<file path="src/rtl/arb_pkg.sv">
package arb_pkg;
  typedef enum logic [1:0] {
    OWN_NONE = 2'd0,
    OWN_BUS  = 2'd1,
    OWN_REF  = 2'd2
  } owner_t;
endpackage

</file>
<file path="src/rtl/refresh_timer.sv">
module refresh_timer #(
  parameter int INTERVAL = 64
) (
  input  logic clk,
  input  logic rst,
  input  logic grant,
  output logic ready
);
  localparam int CW = (INTERVAL > 2) ? $clog2(INTERVAL) : 1;
  localparam logic [CW-1:0] RELOAD = CW'(INTERVAL - 1);

  logic [CW-1:0] cnt;
  logic          tick;

  assign tick = (cnt == '0);

  always_ff @(posedge clk) begin
    if (rst) begin
      cnt   <= RELOAD;
      ready <= 1'b0;
    end else begin
      cnt <= tick ? RELOAD : cnt - 1'b1;
      // a new interval end wins over the clearing grant
      if (tick)       ready <= 1'b1;
      else if (grant) ready <= 1'b0;
    end
  end
endmodule

</file>
<file path="src/rtl/order_tracker.sv">
module order_tracker (
  input  logic clk,
  input  logic rst,
  input  logic ref_ready,
  input  logic bus_req,
  input  logic ref_take,
  output logic ref_first
);
  // sticky: refresh was seen ready while no bus request was up
  always_ff @(posedge clk) begin
    if (rst)                         ref_first <= 1'b0;
    else if (ref_take)               ref_first <= 1'b0;
    else if (ref_ready && !bus_req)  ref_first <= 1'b1;
  end
endmodule

</file>
<file path="src/rtl/arb_core.sv">
module arb_core
  import arb_pkg::*;
#(
  parameter int REF_CLOCKS = 5
) (
  input  logic clk,
  input  logic rst,
  input  logic bus_req,
  input  logic page_hold,
  input  logic seq_busy,
  input  logic seq_done,
  input  logic ref_ready,
  input  logic ref_first,
  output logic ref_take,
  output logic go_mem,
  output logic bus_ack,
  output logic go_ref,
  output logic page_again
);
  localparam int RCW = $clog2(REF_CLOCKS + 1);
  localparam logic [RCW-1:0] HOLD_LOAD = RCW'(REF_CLOCKS - 1);

  owner_t         owner;
  logic           paging;
  logic [RCW-1:0] hold_cnt;
  logic           free, pick_ref, pick_bus, cont_page, end_bus;

  always_comb begin
    free      = !seq_busy &&
                ((owner == OWN_NONE) || (owner == OWN_REF && hold_cnt == '0));
    pick_ref  = free && ref_ready && (ref_first || !bus_req);
    pick_bus  = free && bus_req && !pick_ref;
    cont_page = (owner == OWN_BUS) && paging && seq_done && page_hold;
    end_bus   = (owner == OWN_BUS) && seq_done && !cont_page;
  end

  assign ref_take = pick_ref;

  always_ff @(posedge clk) begin
    if (rst) begin
      owner      <= OWN_NONE;
      paging     <= 1'b0;
      hold_cnt   <= '0;
      go_mem     <= 1'b0;
      bus_ack    <= 1'b0;
      go_ref     <= 1'b0;
      page_again <= 1'b0;
    end else begin
      go_mem     <= pick_bus;
      bus_ack    <= pick_bus;
      go_ref     <= pick_ref;
      page_again <= cont_page;
      if (hold_cnt != '0) hold_cnt <= hold_cnt - 1'b1;
      if (pick_ref) begin
        owner    <= OWN_REF;
        hold_cnt <= HOLD_LOAD;
        paging   <= 1'b0;
      end else if (pick_bus) begin
        owner  <= OWN_BUS;
        paging <= page_hold;
      end else if (end_bus) begin
        owner  <= OWN_NONE;
        paging <= 1'b0;
      end else if (owner == OWN_REF && hold_cnt == '0) begin
        owner <= OWN_NONE;
      end
    end
  end
endmodule

</file>
<file path="src/rtl/memreq_arbiter.sv">
module memreq_arbiter #(
  parameter int REFRESH_INTERVAL = 64,
  parameter int REF_CLOCKS       = 5
) (
  input  logic clk,
  input  logic rst,
  input  logic bus_req,
  input  logic page_hold,
  input  logic seq_busy,
  input  logic seq_done,
  output logic go_mem,
  output logic bus_ack,
  output logic go_ref,
  output logic page_again,
  output logic ref_ready
);
  logic ref_take;
  logic ref_first;

  refresh_timer #(.INTERVAL(REFRESH_INTERVAL)) u_timer (
    .clk   (clk),
    .rst   (rst),
    .grant (ref_take),
    .ready (ref_ready)
  );

  order_tracker u_order (
    .clk       (clk),
    .rst       (rst),
    .ref_ready (ref_ready),
    .bus_req   (bus_req),
    .ref_take  (ref_take),
    .ref_first (ref_first)
  );

  arb_core #(.REF_CLOCKS(REF_CLOCKS)) u_core (
    .clk        (clk),
    .rst        (rst),
    .bus_req    (bus_req),
    .page_hold  (page_hold),
    .seq_busy   (seq_busy),
    .seq_done   (seq_done),
    .ref_ready  (ref_ready),
    .ref_first  (ref_first),
    .ref_take   (ref_take),
    .go_mem     (go_mem),
    .bus_ack    (bus_ack),
    .go_ref     (go_ref),
    .page_again (page_again)
  );
endmodule

</file>
<file path="config.mk">
export PLATFORM = sky130hd
export DESIGN_NAME = memreq_arbiter
export DESIGN_NICKNAME = d
export VERILOG_FILES = /design/src/rtl/arb_pkg.sv /design/src/rtl/refresh_timer.sv /design/src/rtl/order_tracker.sv /design/src/rtl/arb_core.sv /design/src/rtl/memreq_arbiter.sv
export SDC_FILE = /design/constraint.sdc
export NUM_CORES = 1
export LEC_CHECK = 0
export ABC_AREA = 1
export BUFFER_PORTS_ARGS = -buffer_cell sky130_fd_sc_hd__buf_4
export CAP_MARGIN = 10
export CORE_MARGIN = 2
export CORE_UTILIZATION = 55
export DETAILED_ROUTE_END_ITERATION = 10
export PLACE_DENSITY = 0.83
export SLEW_MARGIN = 5
export SYNTH_ARGS = -nofsm -noshare
export SYNTH_HDL_FRONTEND = slang
export SYNTH_SLANG_ARGS = --single-unit
</file>
<file path="constraint.sdc">
create_clock -name clk -period 3.77 [get_ports clk]
set_clock_uncertainty 0.2 [all_clocks]
set_input_delay 0.5655 -clock clk [delete_from_list [all_inputs] [get_ports clk]]
set_output_delay 0.5655 -clock clk [all_outputs]
set_load 0.02 [all_outputs]
</file>
# Yosys cells after proc, flatten, opt, wreduce, memory -nomap -nowiden
# Index checks and enable logic that the tools add are counted.
# Widths: inputs -> output; s select.
[word_totals]
regBits = 17
input_bits = 6
out_inout_bits = 5
[op_classes]
add_sub_neg = 2
n_eq_ne = 2
n_mux = 10
n_reduce_logical = 29
[op_table]
columns = ["operator", "count"]
rows = [
  ["$logic_and 1x1->1", 12],
  ["$mux 2", 4],
  ["$logic_not 6->1", 1],
  ["$mux 3", 2],
  ["$reduce_bool 2->1", 3],
  ["$reduce_bool 3->1", 2],
  ["$sub 6x1->6 const B", 1],
  ["$logic_not 1->1", 4],
  ["$mux 1", 4],
  ["$reduce_bool 4->1", 1],
  ["$reduce_or 2->1", 2],
  ["$logic_not 3->1", 1],
  ["$sub 3x1->3 const B", 1],
  ["$eq 2x1->1 const B", 1],
  ["$eq 2x2->1 const B", 1],
  ["$logic_not 2->1", 1],
  ["$logic_or 1x1->1", 2],
]

# Longest topological paths before layout
[depth]
word_depth = 10
ltp_mapped = 9
depth_no_buf = 9

# Cells and area by module
# A second synthesis with hierarchy kept.
[unflattened]
hier_cells = 104
area_unflattened_um2 = 819.5
[by_module_without_submodules]
columns = ["module", "instances", "cells_per_inst", "area_each_um2", "seq_area_each_um2"]
rows = [
  ["arb_core", 1, 59, 452.9, 180.2],
  ["refresh_timer", 1, 37, 315.3, 140.1],
  ["order_tracker", 1, 8, 51.3, 20.0],
]

# Worst setup path before layout
# Ideal clock, no wire load.
[synth_timing]
kind = "reg2reg"
startpoint = "register u_core.hold_cnt[0]"
endpoint = "register u_timer.ready"
arrival_time_ns = 1.065
t_required_ns = 3.454
slack_ns = 2.388
path_stages_with_launch = 10
path_buffers = 0
period_less_slack_ns = 1.382
path_cell_list = "dfxtp_1 > inv_1 > ha_1 > nand2_4 > nand2_2 > nand2_2 > nor2_2 > nor2_4 > nand2_1 > o21ai_1"
[synth_between]
elab_chain_len = 7
[synth_rtl]
columns = ["element", "line", "rtl"]
rows = [
  ["from (decl)", "arb_core.sv:25", "logic [RCW-1:0] hold_cnt;"],
  ["from (signal assigned)", "arb_core.sv:53", "if (hold_cnt != '0) hold_cnt <= hold_cnt - 1'b1;"],
  ["$logic_not 3->1", "arb_core.sv:30", "((owner == OWN_NONE) || (owner == OWN_REF && hold_cnt == '0));"],
  ["$logic_and 1x1->1", "arb_core.sv:30", ""],
  ["$logic_or 1x1->1", "arb_core.sv:30", ""],
  ["$logic_and 1x1->1", "arb_core.sv:29", "free = !seq_busy &&"],
  ["$logic_and 1x1->1 (2 in series)", "arb_core.sv:31", "pick_ref = free && ref_ready && (ref_first || !bus_req);"],
  ["$reduce_bool 2->1 (no line)", "n/a", ""],
  ["to (signal assigned)", "refresh_timer.sv:20", "ready <= 1'b0;"],
  ["to (signal assigned)", "refresh_timer.sv:24", "if (tick) ready <= 1'b1;"],
  ["to (signal assigned)", "refresh_timer.sv:25", "else if (grant) ready <= 1'b0;"],
  ["to (decl)", "refresh_timer.sv:7", "output logic ready"],
]
# No other way between the ends.
# A chain may end at the register's enable or synchronous reset.

# Worst setup path in the final report
[layout_timing]
startpoint = "register u_timer.ready"
endpoint = "output ref_ready"
[layout_lines]
columns = ["element", "line", "rtl"]
rows = [
  ["to (decl)", "memreq_arbiter.sv:15", "output logic ref_ready"],
]
# No word-level cell between the ends.

==> key figures <==
Die
  – Overall die height: 40.6 µm
  – Area of the core: approximately 1300 µm²
  – Std cell rows: 13
  – I/O pin cnt: 11
  – Effective utilization at floorplan: 0.582
  – Width of the chip: between 40 and 50 µm
  – Die Area: 1650 µm²

Yosys
  – YS warnings: 0
  – Cell area after synthesis: 738 µm²
  – Area contributors post-synth: sky130_fd_sc_hd__dfxtp_1 46%, sky130_fd_sc_hd__ha_1 6.8%, sky130_fd_sc_hd__nand2_1 6.1%, sky130_fd_sc_hd__a21oi_1 5.4%, sky130_fd_sc_hd__inv_1 5.1%
  – Most used DFF post-synth: sky130_fd_sc_hd__dfxtp_1
  – Share of Yosys cell area claimed by the top area cell type: 0.461
  – Sequential area share after synthesis: 0.461
  – Top post-synthesis cells by count: 17 x sky130_fd_sc_hd__dfxtp_1, 12 x sky130_fd_sc_hd__nand2_1, 10 x sky130_fd_sc_hd__inv_1, 10 x sky130_fd_sc_hd__nor2_1, 8 x sky130_fd_sc_hd__a21oi_1
  – Cell type with the largest total area after synthesis: sky130_fd_sc_hd__dfxtp_1
  – Most repeated cell in the gate-level netlist after synthesis: sky130_fd_sc_hd__dfxtp_1
  – Mapped Cells: 88
  – Number of enable flip-flop cells after synthesis: 0
  – Share of flip-flops with an asynchronous set or reset after synthesis: 0
  – Post-synthesis area per instance: 8.39 µm²
  – Library cells used by synthesis: 23
  – Number of flip-flops and latches in the synthesized netlist: 17
  – Net Count, Synth: 98

Run
  – Number of maximum-capacitance constraint violations: 0

Setup path
  – Crit path arrival time: between 0.9 and 1 ns
  – Critical-path cell list: buf_4
  – Worst r2r src: u_core.hold_cnt[0]
  – Sort of element at the start of the critical path: flop
  – Setup crit end: ref_ready
  – First element of the critical path: u_timer.ready
  – Crit-path slowest cell: sky130_fd_sc_hd__dfxtp_1
  – Register-to-register setup slack: 2.26 ns
  – Top Family by Delay on Critical Path: flip-flops
  – Number of cells on the worst reg-to-reg path: 9
  – Required time of the critical path: around 3 ns
  – Number of buffers and inverters on the critical path: 1
  – Crit path depth: 1
  – Reg2reg end: u_order.ref_first
  – Maximum fanout along the worst path: 4
  – Type of the worst setup path: reg -> out
  – Endpoint type of the worst setup path: primary output
  – Worst stage delay on the critical path: between 0.4 and 0.5 ns

Hold path
  – Class of the worst hold path: reg -> reg
  – Critical hold path startpoint: u_timer.cnt[0]

Place
  – PortBufs: 10
  – Routability-driven placement congestion ratio: about 0.76
  – Placed cells: 111
  – Placed standard-cell area: just over 800 µm²
  – Post-detail-place hpwl: 923 µm

STA
  – Final min period: 1.67 ns
  – Worst-Margin Slew: 0.208 ns
  – RSZ-0062 raised after global routing: no
  – Summed negative setup slack over all endpoints: 0 ns
  – Slew HR: 0.860
  – Count of final setup violators: 0
  – Final count of pins violating max slew: 0
  – Final Hold Vio Count: 0
  – Final Cycle Share: 0.444
  – Max Freq: 597 MHz

GRT
  – Maximum number of pins on one net before global-route repair: 10
  – Via count of the first global-routing pass: 510
  – Wire length of the first global-routing pass: 2.11 mm
  – Aggregate global-route resource usage: 0.201
  – Antenna violations before repair: 0
  – Remaining global-route overflow: 0

CTS
  – Clk root buf: sky130_fd_sc_hd__clkbuf_4
  – Clk Latency, worst-skew pair: 0.30 ns
  – CTS H-tree lvls: 1
  – Clock transition at the register clock pins on the worst setup and hold paths after CTS: roughly 0.10 ns
  – TritonCTS clock tree: yes
  – Hold buffer count at cts: 0
  – Setup repair bufs after CTS: 0
  – Post-cts repair resize count: 0
  – Sinks on the clock net: 17
  – Clock buffer depth: 2
  – Number of buffers created by CTS: 3

Routing
  – DRT iter0 DRCs: 6
  – Post-Route WL: 1.27 mm
  – Total number of vias: about 570
  – Via-to-Cell Ratio: 4.91
  – Routed wire length per instance: 11.0 µm
  – Count of unresolved DRC violations after routing: 0
  – Antenna-violating nets left: 0
  – Detailed-router iteration count before antenna repair: 4

Power and ir drop
  – Leakage Power: roughly 0.38 nW
  – Pwr dens: 511 nW/µm²
  – Total power draw: 0.000424 W
  – Largest vdd supply drop: 301 µV

Cells and area
  – Final non-filler cell total: approximately 120
  – Final std cell area, no fill: 831 µm²
  – Antenna diode count: 0
  – Proportion of layout cells with a drive suffix above 1: 0.230
  – Number of nets in the layout: 111
  – Synthesis-to-finish area growth: 12.5%

Run status
  – Run status: finished clean
## state kept, by name (all words and copies together), names as in the netlist
signal / flops
u_core.page_again: 1
u_core.hold_cnt: 3
u_core.owner: 2
u_timer.ready: 1
u_core.paging: 1
u_core.go_mem: 1
u_core.go_ref: 1
u_order.ref_first: 1
u_timer.cnt: 6
## metal layers
layer  up-vias  wire [µm]  global-route usage
met1       249        619               0.251
met4         0         34               0.125
met3         5         54              0.0489
met2        11        561               0.310
met5         -          0                   0
li1        300          -                   -
## worst min path at each step
stage	to	slack, ns	cells past startpoint
floorplan	u_timer.cnt[0]	0.17	1
global placement	u_timer.cnt[0]	0.18	1
detailed placement	u_timer.cnt[0]	0.18	1
CTS	u_timer.cnt[0]	0.20	1
global route	u_timer.cnt[0]	0.21	1
finish	u_timer.cnt[0]	0.20	1
## where the power goes
| part | internal [W] | switching [W] | leakage (nW) |
|---|---|---|---|
| sequential | 0.000198 | 0.00000722 | 0.139 |
| clock | 0.0000413 | 0.0000597 | 0.0150 |
| combinational | 0.0000501 | 0.0000676 | 0.229 |
## cell families (layout without fill, tap and decap cells)
logic type,Yosys count,count (layout),synth area share
xor gates and xnor gates,4,4,0.0475
adders and majority gates,4,4,0.0678
buffers and inverters,16,28,0.108
AOI/OAI and AO/OA,15,15,0.110
and+or+nand+nor,32,32,0.205
DFF,17,17,0.461
## per-stage QoR
step	hold WS [ns]	setup slack, ns	util
CTS	0.201	2.12	0.655
detailed placement	0.178	2.19	0.634
global placement	0.176	2.23	0.634
floorplan	0.165	2.39	-
global route	0.212	2.09	0.655
finish	0.198	2.10	0.655
## layout by cell type (no fill, tap or decap), drive strengths merged, types with 2 or more instances in the layout
cell type / synthesis / layout
nand3: 2 / 2
dfxtp: 17 / 17
nor2: 12 / 12
o21ai: 6 / 6
buf: 2 / 10
clkbuf: 0 / 4
ha: 4 / 4
nand2: 15 / 15
xor2: 3 / 3
inv: 14 / 14
a21oi: 8 / 8
## layout make-up
cell class              instances  area [µm²]
repair buffers                 10        75.1
clock buffers                   4        26.3
inverters                      14        52.6
multi-input cells              55         318
well taps                      15        18.8
fillers                       118         438
flip-flops and latches         17         340
## worst reg2reg max path, stage by stage, from the launching register on
cell	delay [ns]
sky130_fd_sc_hd__dfxtp_1	0.31
sky130_fd_sc_hd__inv_1	0.10
sky130_fd_sc_hd__ha_1	0.23
sky130_fd_sc_hd__nand2_4	0.09
sky130_fd_sc_hd__nand2_2	0.07
sky130_fd_sc_hd__nand2_2	0.05
sky130_fd_sc_hd__nor2_2	0.18
sky130_fd_sc_hd__nor2_4	0.07
sky130_fd_sc_hd__inv_2	0.08
sky130_fd_sc_hd__nor2_1	0.05
(Power assumes the default switching activity.)
